<file path="src/rtl/irp_pkg.sv">
// Package: shared constants and helpers for the indirect register port.
// Assumes a 7-bit register index; the index map is fixed by the bus protocol.
package irp_pkg;

    localparam int CMD_W     = 8;
    localparam int IDX_W     = 7;
    localparam int WIDE_LIM  = 32;   // indices below this are two-word registers

    localparam logic [IDX_W-1:0] IDX_REV     = 7'h00;
    localparam logic [IDX_W-1:0] IDX_CTRL    = 7'h01;
    localparam logic [IDX_W-1:0] IDX_STAT    = 7'h03;
    localparam logic [IDX_W-1:0] IDX_MSET    = 7'h04;
    localparam logic [IDX_W-1:0] IDX_MCLR    = 7'h05;
    localparam logic [IDX_W-1:0] IDX_CHIPID  = 7'h27;
    localparam logic [IDX_W-1:0] IDX_SCRATCH = 7'h28;
    localparam logic [IDX_W-1:0] IDX_SWRST   = 7'h29;
    localparam logic [IDX_W-1:0] IDX_BUFLEN  = 7'h2B;
    localparam logic [IDX_W-1:0] IDX_BUFSTAT = 7'h2C;

    localparam logic [15:0] SWRST_KEY  = 16'h00F6;
    localparam logic [7:0]  CHIP_MAGIC = 8'h61;
    localparam int          BSTAT_FULL = 2;
    localparam int          BSTAT_DONE = 5;

    // One decoded bus transfer
    typedef struct packed {
        logic cmd_wr;
        logic cmd_rd;
        logic dat_wr;
        logic dat_rd;
    } irp_xfer_t;

    // True when an index selects a two-word register
    function automatic logic is_wide(input logic [IDX_W-1:0] idx);
        return (int'(idx) < WIDE_LIM);
    endfunction

endpackage

</file>
<file path="src/rtl/irp_sequencer.sv">
// Module: command latch and word sequencer.
// Holds the command byte and the word pointer, assembles two-word writes,
// snapshots two-word reads, and registers the read data.
// Assumes one-cycle strobes; any spacing between strobes is accepted.
module irp_sequencer #(
    parameter int BUS_W = 16
) (
    input  logic                          clk,
    input  logic                          rst_n,
    input  logic                          bus_cs,
    input  logic                          bus_wr,
    input  logic                          bus_a0,
    input  logic [BUS_W-1:0]              bus_wdata,
    input  logic [2*BUS_W-1:0]            rd_val,
    output logic [irp_pkg::IDX_W-1:0]     cmd_idx,
    output logic                          cmd_flag,
    output logic                          cmd_wr_o,
    output logic                          ptr_q,
    output logic                          commit,
    output logic [2*BUS_W-1:0]            commit_data,
    output logic [BUS_W-1:0]              bus_rdata
);
    import irp_pkg::*;

    localparam int REG_W = 2 * BUS_W;

    irp_xfer_t            xf;
    logic [CMD_W-1:0]     cmd_q;
    logic [BUS_W-1:0]     hold_q;
    logic [BUS_W-1:0]     snap_q;
    logic                 wide;

    // Decode the bus strobe into one of four transfer kinds
    always_comb begin
        xf.cmd_wr = bus_cs &  bus_wr & ~bus_a0;
        xf.cmd_rd = bus_cs & ~bus_wr & ~bus_a0;
        xf.dat_wr = bus_cs &  bus_wr &  bus_a0;
        xf.dat_rd = bus_cs & ~bus_wr &  bus_a0;
    end

    assign cmd_idx  = cmd_q[IDX_W-1:0];
    assign cmd_flag = cmd_q[CMD_W-1];
    assign cmd_wr_o = xf.cmd_wr;
    assign wide     = is_wide(cmd_idx);

    // Commit a write when the last word of the register arrives under a write flag
    always_comb begin
        commit      = xf.dat_wr && cmd_flag && (!wide || ptr_q);
        commit_data = wide ? {bus_wdata, hold_q} : {{(REG_W-BUS_W){1'b0}}, bus_wdata};
    end

    // Command byte latch
    always_ff @(posedge clk) begin
        if (!rst_n)
            cmd_q <= '0;
        else if (xf.cmd_wr)
            cmd_q <= bus_wdata[CMD_W-1:0];
    end

    // Word pointer: cleared by a command, toggled by wide data transfers
    always_ff @(posedge clk) begin
        if (!rst_n)
            ptr_q <= 1'b0;
        else if (xf.cmd_wr)
            ptr_q <= 1'b0;
        else if (wide && (xf.dat_rd || (xf.dat_wr && cmd_flag)))
            ptr_q <= ~ptr_q;
    end

    // Low-half holding register for wide writes
    always_ff @(posedge clk) begin
        if (!rst_n)
            hold_q <= '0;
        else if (xf.dat_wr && cmd_flag && wide && !ptr_q)
            hold_q <= bus_wdata;
    end

    // High-half snapshot for wide reads
    always_ff @(posedge clk) begin
        if (!rst_n)
            snap_q <= '0;
        else if (xf.dat_rd && wide && !ptr_q)
            snap_q <= rd_val[REG_W-1:BUS_W];
    end

    // Registered read data, updated only by read strobes
    always_ff @(posedge clk) begin
        if (!rst_n)
            bus_rdata <= '0;
        else if (xf.cmd_rd)
            bus_rdata <= {{(BUS_W-CMD_W){1'b0}}, cmd_q};
        else if (xf.dat_rd)
            bus_rdata <= (wide && ptr_q) ? snap_q : rd_val[BUS_W-1:0];
    end

endmodule

</file>
<file path="src/rtl/irp_intr.sv">
// Module: sticky interrupt status and shared enable mask.
// Events set status bits; host ones clear them; an event beats a clear.
// The mask is set and cleared through two separate write locations.
module irp_intr #(
    parameter int INT_W = 32
) (
    input  logic             clk,
    input  logic             rst_n,
    input  logic             soft_rst,
    input  logic [INT_W-1:0] evt,
    input  logic             wr_stat,
    input  logic             wr_mset,
    input  logic             wr_mclr,
    input  logic [INT_W-1:0] wdata,
    output logic [INT_W-1:0] stat_q,
    output logic [INT_W-1:0] mask_q,
    output logic             irq
);

    // Per-bit sticky status with event priority
    generate
        for (genvar i = 0; i < INT_W; i++) begin : g_stat
            always_ff @(posedge clk) begin
                if (!rst_n)
                    stat_q[i] <= 1'b0;
                else if (soft_rst)
                    stat_q[i] <= evt[i];
                else
                    stat_q[i] <= evt[i] | (stat_q[i] & ~(wr_stat & wdata[i]));
            end
        end
    endgenerate

    // Shared enable mask: set location ORs, clear location AND-NOTs
    always_ff @(posedge clk) begin
        if (!rst_n || soft_rst)
            mask_q <= '0;
        else if (wr_mset)
            mask_q <= mask_q | wdata;
        else if (wr_mclr)
            mask_q <= mask_q & ~wdata;
    end

    // Interrupt request from enabled pending bits
    always_comb irq = |(stat_q & mask_q);

endmodule

</file>
<file path="src/rtl/irp_regbank.sv">
// Module: register storage, write decode, keyed soft reset and read mux.
// Takes committed full-width writes from the sequencer; all storage is
// returned to defaults by the reset key. Unmapped indices read zero.
module irp_regbank #(
    parameter int          BUS_W      = 16,
    parameter int          INT_W      = 32,
    parameter logic [31:0] CTRL_RST   = 32'h0,
    parameter logic [15:0] BUFLEN_RST = 16'h1000,
    parameter logic [7:0]  REV        = 8'h10,
    parameter logic [7:0]  CHIP_REV   = 8'h00
) (
    input  logic                      clk,
    input  logic                      rst_n,
    input  logic [irp_pkg::IDX_W-1:0] idx,
    input  logic                      commit,
    input  logic [2*BUS_W-1:0]        commit_data,
    input  logic [INT_W-1:0]          int_evt,
    input  logic                      buf_full,
    input  logic                      buf_done,
    output logic [2*BUS_W-1:0]        rd_val,
    output logic [2*BUS_W-1:0]        ctrl_q,
    output logic [INT_W-1:0]          stat_q,
    output logic [INT_W-1:0]          mask_q,
    output logic [BUS_W-1:0]          scratch_q,
    output logic                      soft_rst,
    output logic                      irq
);
    import irp_pkg::*;

    localparam int REG_W = 2 * BUS_W;

    logic [BUS_W-1:0] buflen_q;
    logic             wr_ctrl, wr_stat, wr_mset, wr_mclr, wr_scr, wr_blen;

    // Decode committed writes by index
    always_comb begin
        wr_ctrl  = commit && (idx == IDX_CTRL);
        wr_stat  = commit && (idx == IDX_STAT);
        wr_mset  = commit && (idx == IDX_MSET);
        wr_mclr  = commit && (idx == IDX_MCLR);
        wr_scr   = commit && (idx == IDX_SCRATCH);
        wr_blen  = commit && (idx == IDX_BUFLEN);
        soft_rst = commit && (idx == IDX_SWRST) && (commit_data[15:0] == SWRST_KEY);
    end

    // Control, scratch and buffer-length storage
    always_ff @(posedge clk) begin
        if (!rst_n || soft_rst) begin
            ctrl_q    <= CTRL_RST;
            scratch_q <= '0;
            buflen_q  <= BUFLEN_RST;
        end else begin
            if (wr_ctrl) ctrl_q    <= commit_data;
            if (wr_scr)  scratch_q <= commit_data[BUS_W-1:0];
            if (wr_blen) buflen_q  <= commit_data[BUS_W-1:0];
        end
    end

    irp_intr #(.INT_W(INT_W)) u_intr (
        .clk      (clk),
        .rst_n    (rst_n),
        .soft_rst (soft_rst),
        .evt      (int_evt),
        .wr_stat  (wr_stat),
        .wr_mset  (wr_mset),
        .wr_mclr  (wr_mclr),
        .wdata    (commit_data[INT_W-1:0]),
        .stat_q   (stat_q),
        .mask_q   (mask_q),
        .irq      (irq)
    );

    // Read multiplexer over the current index
    always_comb begin
        rd_val = '0;
        case (idx)
            IDX_REV:     rd_val = {{(REG_W-8){1'b0}}, REV};
            IDX_CTRL:    rd_val = ctrl_q;
            IDX_STAT:    rd_val = REG_W'(stat_q);
            IDX_MSET,
            IDX_MCLR:    rd_val = REG_W'(mask_q);
            IDX_CHIPID:  rd_val = REG_W'({CHIP_MAGIC, CHIP_REV});
            IDX_SCRATCH: rd_val = REG_W'(scratch_q);
            IDX_BUFLEN:  rd_val = REG_W'(buflen_q);
            IDX_BUFSTAT: begin
                rd_val[BSTAT_FULL] = buf_full;
                rd_val[BSTAT_DONE] = buf_done;
            end
            default:     rd_val = '0;
        endcase
    end

endmodule

</file>
<file path="src/rtl/irp_top.sv">
// Module: top of the indirect register port.
// Joins the command/word sequencer to the register bank. The bus is a
// single-cycle strobe interface; read data is registered.
module irp_top #(
    parameter int          INT_W      = 32,
    parameter logic [31:0] CTRL_RST   = 32'h0,
    parameter logic [15:0] BUFLEN_RST = 16'h1000,
    parameter logic [7:0]  REV        = 8'h10,
    parameter logic [7:0]  CHIP_REV   = 8'h00
) (
    input  logic             clk,
    input  logic             rst_n,
    input  logic             bus_cs,
    input  logic             bus_wr,
    input  logic             bus_a0,
    input  logic [15:0]      bus_wdata,
    output logic [15:0]      bus_rdata,
    input  logic [INT_W-1:0] int_evt,
    input  logic             buf_full,
    input  logic             buf_done,
    output logic [31:0]      ctrl_q,
    output logic             irq
);
    localparam int BUS_W = 16;

    logic [irp_pkg::IDX_W-1:0] cmd_idx;
    logic                      cmd_flag, cmd_wr, seq_ptr, commit, soft_rst;
    logic [2*BUS_W-1:0]        commit_data, rd_val;
    logic [INT_W-1:0]          int_stat, int_mask;
    logic [BUS_W-1:0]          scratch;

    irp_sequencer #(.BUS_W(BUS_W)) u_seq (
        .clk         (clk),
        .rst_n       (rst_n),
        .bus_cs      (bus_cs),
        .bus_wr      (bus_wr),
        .bus_a0      (bus_a0),
        .bus_wdata   (bus_wdata),
        .rd_val      (rd_val),
        .cmd_idx     (cmd_idx),
        .cmd_flag    (cmd_flag),
        .cmd_wr_o    (cmd_wr),
        .ptr_q       (seq_ptr),
        .commit      (commit),
        .commit_data (commit_data),
        .bus_rdata   (bus_rdata)
    );

    irp_regbank #(
        .BUS_W      (BUS_W),
        .INT_W      (INT_W),
        .CTRL_RST   (CTRL_RST),
        .BUFLEN_RST (BUFLEN_RST),
        .REV        (REV),
        .CHIP_REV   (CHIP_REV)
    ) u_bank (
        .clk         (clk),
        .rst_n       (rst_n),
        .idx         (cmd_idx),
        .commit      (commit),
        .commit_data (commit_data),
        .int_evt     (int_evt),
        .buf_full    (buf_full),
        .buf_done    (buf_done),
        .rd_val      (rd_val),
        .ctrl_q      (ctrl_q),
        .stat_q      (int_stat),
        .mask_q      (int_mask),
        .scratch_q   (scratch),
        .soft_rst    (soft_rst),
        .irq         (irq)
    );

endmodule

</file>
<file path="config.mk">
export PLATFORM = sky130hd
export DESIGN_NAME = irp_top
export DESIGN_NICKNAME = d
export VERILOG_FILES = /design/src/rtl/irp_pkg.sv /design/src/rtl/irp_sequencer.sv /design/src/rtl/irp_intr.sv /design/src/rtl/irp_regbank.sv /design/src/rtl/irp_top.sv
export SDC_FILE = /design/constraint.sdc
export NUM_CORES = 1
export LEC_CHECK = 0
export BUFFER_PORTS_ARGS = -buffer_cell sky130_fd_sc_hd__buf_2
export CORE_ASPECT_RATIO = 0.7
export CORE_MARGIN = 2
export CORE_UTILIZATION = 59
export DETAILED_ROUTE_END_ITERATION = 6
export PLACE_DENSITY_LB_ADDON = 0.12
export SETUP_SLACK_MARGIN = 0.15
export SYNTH_ARGS = -nofsm -noshare
export SYNTH_HDL_FRONTEND = slang
export SYNTH_SLANG_ARGS = --single-unit
</file>
<file path="constraint.sdc">
create_clock -name clk -period 2.6 [get_ports clk]
set_input_delay 0.52 -clock clk [delete_from_list [all_inputs] [get_ports clk]]
set_output_delay 0.52 -clock clk [all_outputs]
set_load 0.1 [all_outputs]
</file>
==> out/summary.txt, run 1 <==
status: complete, no violations
maximum root-to-sink buffer count: 2
drt first pass iters: 6
vias per cell: 7.11
total number of vias: 9929
synth top area cells: dfxtp_1 (39%), a21oi_1 (5.2%), nand2_1 (4.8%)
area grow syn2layout: 15.8%
CP arrival: 1.94 ns
Slew Viols, Final: 0
final core utilization: 0.705
die height: 110 um
# IOs: 104
post-route ant nets: 0
post-synth top area cell: dfxtp_1
drt total wl: 35700 um
Max H-tree Level: 4
clk slew on worst S/H paths: 0.08 ns
clock latency on the worst-skew pair: 0.45 ns
Final Cycle Share: 0.946
DIE AREA: 17100 um^2
core area: 15600 um^2
Post-synth EDFFs: 0
R2R cell count: 7
post-synth top area share: 0.390
crit path max fanout: 3
RR Startpoint: u_seq.cmd_q[6]
required time of the critical path: 2.08 ns
Worst Skew: 0.00795 ns
worst hold slack: 0.270 ns
final setup violation count: 0
standard-cell row count: 38
Max-Cap Viols: 0
GP Congestion: 0.979
CTS buffer count: 17
Final Hold Fails: 0
synthesized area per cell: 8.47 um^2
#FFs+latches synth: 185
Sequential Power Share: 0.483
residual DRC count: 0
slew margin rel.: 0.351
Initial Utilization: 0.609
number of global-route vias before repair: 8765
critical path endpoint category: output port
Setup crit end: irq
Cells after Synth: 1121
Seq/Total Area, Yosys: 0.390
# nets final: 1235
Die Width: 156 um
Worst Setup Path Type: flop to output port
fill cell count: 1292
leakage power: 3.90 nW
most common library cells after synthesis: dfxtp_1 (185), nand2_1 (121), a21oi_1 (98), clkbuf_1 (92), o21ai_0 (72)
crit start category: flop
async set-reset flop share out of synthesis: 0
Clk pwr share: 0.413
CTS root buf: clkbuf_16
largest stage delay on the critical path: 0.53 ns
average wire per standard cell: 25.6 um
CTS tree: done
Peak VDD IR: 417 uV
Hold Crit Class: input pin to flop
initial antenna violation count: 4
Sw Ratio: 0.296
Overall Power: 6.17 mW
Yosys cell types: 64
post-detail-place hpwl: 24600 um
Post-Syn Nets: 1176
CP startpoint: u_bank.u_intr.stat_q[23]
Top FF cell, synth: dfxtp_1
minimum clock period: 2.46 ns
largest net degree at the start of global routing: 79
FF-to-FF setup slack: 0.15 ns
YS warnings: 0
Int Pwr: 4.35 mW
setup_tns: 0 ns
remaining global-route overflow: 0
layout cells sized above 1: 0.229
switching power: 1.83 mW
f_max: 0.407 GHz
Post-Syn Area: 9490 um^2
Slowest-stage cell, CP: or4_4
starting DRC count in detailed routing: 1702
crit-path cells: a22oi_2, nand4_1, or4_4, buf_8
PwrDens: 562 nW/um^2
Port-buffer cells: 103
Worst Tran Pin Value: 0.968 ns
most numerous cell in the Yosys netlist: dfxtp_1
first-pass GRT wire length: 52600 um
GRT Util Overall: 0.409
Comb power frac: 0.104
CTS sink count: 185
RSZ-0062 raised after global routing: yes
==> worst min path at each step <==
stage	startpoint	endpoint	slack (ns)	depth (start not counted)
CTS	int_evt[5]	u_bank.u_intr.stat_q[5]	0.27	3
global placement	u_seq.snap_q[12]	u_seq.snap_q[12]	0.44	2
floorplan	u_seq.snap_q[0]	u_seq.snap_q[0]	0.42	2
global route	int_evt[23]	u_bank.u_intr.stat_q[23]	0.28	3
finish	int_evt[22]	u_bank.u_intr.stat_q[22]	0.27	3
detailed placement	u_seq.snap_q[12]	u_seq.snap_q[12]	0.45	2
==> worst max-delay path: cells and delay by family (launching register included) <==
kind	cells	cell delay [ns]
AND/OR/NAND/NOR	2	0.69
flip-flops	1	0.38
buffers and inverters	1	0.19
AO/OA/AOI/OAI	1	0.22
==> power groups by stage <==
stage | Clock [mW] | Combinational [mW] | Sequential [mW]
6_report | 2.55 | 0.642 | 2.98
5_1_grt | 2.66 | 0.671 | 2.98
4_1_cts | 2.53 | 0.612 | 2.97
3_5_place_dp | 0 | 0.609 | 3.04
3_3_place_gp | 0 | 0.603 | 3.04
2_1_floorplan | 0 | 0.333 | 3.04
==> cells in the final DEF, fill, tap and decap left out, types with 19 or more instances in the layout <==
master / instances
buf_4: 49
and3_1: 36
nor3_1: 53
nand3_1: 39
and2_1: 20
a211oi_1: 21
a21oi_1: 98
buf_2: 102
a22oi_1: 22
dfxtp_1: 183
clkbuf_16: 19
a221oi_1: 24
nand2_1: 121
nor3b_1: 20
mux2i_1: 23
o21ai_0: 72
nor4_1: 49
==> what timing repair did <==
action,in CTS,in global routing
hold buffers,0,0
buffers inserted,0,2
gates cloned,0,2
setup endpoints to repair,1,55
pin swaps,0,4
resized for setup,7,10
==> routing by layer <==
metal	vias to the layer above	wire length (um)	track usage
li1	4381	-	-
met1	4656	14500	0.565
met2	789	14200	0.566
met3	101	5920	0.183
met4	2	1020	0.130
met5	-	41	0.0238
==> area by class of cell <==
class                           instances  area [um^2]  share of cell area
Multi-Input combinational cell        809         5320               0.485
Sequential cell                       185         3710               0.337
Timing Repair Buffer                  165         1130               0.103
Clock buffer                           17          425              0.0387
Tap cell                              200          250              0.0228
Clock inverter                         15          133              0.0121
Inverter                                2         10.0            0.000911
Antenna cell                            4         10.0            0.000911
==> per-stage QoR <==
stage | cell area, um^2 | std cells | setup slack, ns
floorplan | 9490 | 1121 | 0.405
global placement | 10300 | 1357 | 0.194
detailed placement | 10300 | 1357 | 0.137
CTS | 10900 | 1389 | 0.156
global route | 11000 | 1393 | 0.141
finish | 11000 | 1397 | 0.140
==> cells by family after synthesis <==
logic type | after synthesis | synth area share
buf+inv | 127 | 0.0583
compound gates | 323 | 0.223
mux | 40 | 0.0444
xor+xnor | 2 | 0.00185
simple gates | 444 | 0.282
flops | 185 | 0.390
(Power assumes the default switching activity.)
==> run 2: changes to the inputs <==
--- a/config.mk
+++ b/config.mk
@@ -14,4 +14,5 @@
 export SETUP_SLACK_MARGIN = 0.15
 export SYNTH_ARGS = -nofsm -noshare
 export SYNTH_HDL_FRONTEND = slang
+export SYNTH_HIERARCHICAL = 1
 export SYNTH_SLANG_ARGS = --single-unit
==> run 2 against run 1 <==
Effect of this change: the flow now finishes with violations (DRC, setup timing); count of clock-buffer cells in the layout increased by 3; non-clock buffer count increased by 27; synthesized cell count decreased by 10%; global-route usage decreased by 1.7 points; maximum frequency decreased by 8.6%; combinational power increased by 2%; worst hold slack improved by 0.0096 ns; highest routed layer is now met4; final cell count decreased by 4.2%.
==> out/summary.txt, run 2 <==
GP Congestion: 0.989
starting DRC count in detailed routing: 1256
Overall Power: 6.23 mW
leakage power: 4.26 nW
PwrDens: 561 nW/um^2
remaining global-route overflow: 0
clk slew on worst S/H paths: 0.07 ns
GRT Util Overall: 0.392
YS warnings: 6
core area: 14700 um^2
Final Hold Fails: 0
Post-Syn Nets: 1059
Final Cycle Share: 1.04
standard-cell row count: 37
fill cell count: 1047
post-route ant nets: 0
clock latency on the worst-skew pair: 0.43 ns
crit path max fanout: 17
residual DRC count: 22
average wire per standard cell: 23.7 um
violated checks: DRC, setup timing
Final Worst Setup Slack: -0.0914 ns
final setup violation count: 116
critical path endpoint category: flop
number of global-route vias before repair: 7910
largest net degree at the start of global routing: 74
minimum clock period: 2.69 ns
vias per cell: 6.54
area grow syn2layout: 25.5%
Post-Syn Area: 8860 um^2
Comb power frac: 0.105
most common cell after layout, fill and taps aside: dfxtp_1
Max-Cap Viols: 0
Port-buffer cells: 103
f_max: 0.372 GHz
maximum root-to-sink buffer count: 2
post-detail-place hpwl: 21600 um
Initial Utilization: 0.604
synthesized area per cell: 8.82 um^2
Int Pwr: 4.62 mW
switching power: 1.62 mW
initial antenna violation count: 0
Sequential Power Share: 0.472
RSZ-0062 raised after global routing: yes
drt first pass iters: 7
required time of the critical path: 2.92 ns
first-pass GRT wire length: 46900 um
Max H-tree Level: 4
Worst Tran Pin Value: 1.03 ns
Slew Viols, Final: 0
Peak VDD IR: 396 uV
commonest non-fill, non-tap cells in the layout: dfxtp_1 (180), nand2_1 (108), buf_2 (102)
status: complete, but fails checks
DIE AREA: 16000 um^2
total number of vias: 8762
drt total wl: 31700 um
crit start category: flop
ANT cells: 0
CTS sink count: 185
Hold Crit Class: input pin to flop
Cells after Synth: 1004
Clk pwr share: 0.423
CTS buffer count: 17
# IOs: 104
Worst Skew: 0.00986 ns
CP arrival: 3.01 ns
die height: 107 um
CTS root buf: clkbuf_16
# nets final: 1186
layout cells sized above 1: 0.283
CTS tree: done
Die Width: 150 um
Sw Ratio: 0.259
pre-CTS setup slack: -0.00991 ns
slew margin rel.: 0.311
Worst Setup Path Type: flop to flop
-- run 2: cell types whose count changed in the layout (fill, tap and decap cells not counted), moves of 35 or more --
cell and delta:
a21oi_1 -75, nor3_1 -51, inv_1 +49, nor4_1 -49
nor2_1 +40, and3_1 -35, mux2i_1 +35
-- run 2: worst paths after layout --
kind	start	to	slack [ns]	cells past startpoint
setup reg to reg	u_seq/cmd_q[6]	flop	-0.09	9
setup / recovery	u_seq/cmd_q[6]	flop	-0.09	9
hold reg to reg	u_seq/bus_rdata[11]	u_seq/bus_rdata[11]	0.46	1
hold / removal	int_evt[27]	u_bank/u_intr/stat_q[27]	0.28	2
-- run 2: cell type report --
class / count / area, um^2 / share of cell area
Sequential cell: 185 / 3710 / 0.334
Clock buffer: 20 / 457 / 0.0411
Multi-Input combinational cell: 685 / 4870 / 0.438
Clock inverter: 12 / 140 / 0.0126
Inverter: 50 / 188 / 0.0169
Timing Repair Buffer: 192 / 1510 / 0.136
Tap cell: 195 / 244 / 0.0219
-- run 2: routing by layer --
metal | up-vias | track usage | routed length (um)
met3 | 76 | 0.110 | 4770
li1 | 3885 | - | -
met1 | 4178 | 0.572 | 12900
met4 | 0 | 0.139 | 991
met5 | - | 0 | 0
met2 | 623 | 0.549 | 13000
-- run 2: repair_timing --
| item | CTS | global route |
|---|---|---|
| setup endpoints to repair | 132 | 134 |
| gates resized for setup | 27 | 66 |
| setup buffers | 13 | 0 |
| hold buffers | 0 | 0 |
| cloned | 5 | 2 |
| pin swaps | 6 | 26 |
-- run 2: critical path, cell delays in order (launching register included) --
cell	delay (ns)
dfxtp_2	0.33
nor2_4	0.24
buf_12	0.17
mux2_4	0.32
or4b_4	0.57
nor4_4	0.33
buf_6	0.20
nand2b_4	0.18
buf_12	0.17
nor2_1	0.06
-- run 2: power by group through the flow --
stage	logic [mW]	registers [mW]	clock network, mW
global route	0.676	2.94	2.77
global placement	0.535	3.00	0
detailed placement	0.536	3.00	0
floorplan	0.315	3.01	0
CTS	0.600	2.93	2.65
finish	0.655	2.94	2.64
-- run 2: per-stage QoR --
stage	cells	util	setup TNS, ns	hold WS, ns	instance area (um^2)
finish	1339	0.758	-3.47	0.279	11100
global route	1339	0.758	-12.38	0.271	11100
CTS	1337	0.737	0	0.285	10800
detailed placement	1287	0.672	-0.0424	0.446	9870
global placement	1287	0.672	0	0.443	9870
floorplan	1004	-	-0.832	0.449	8930
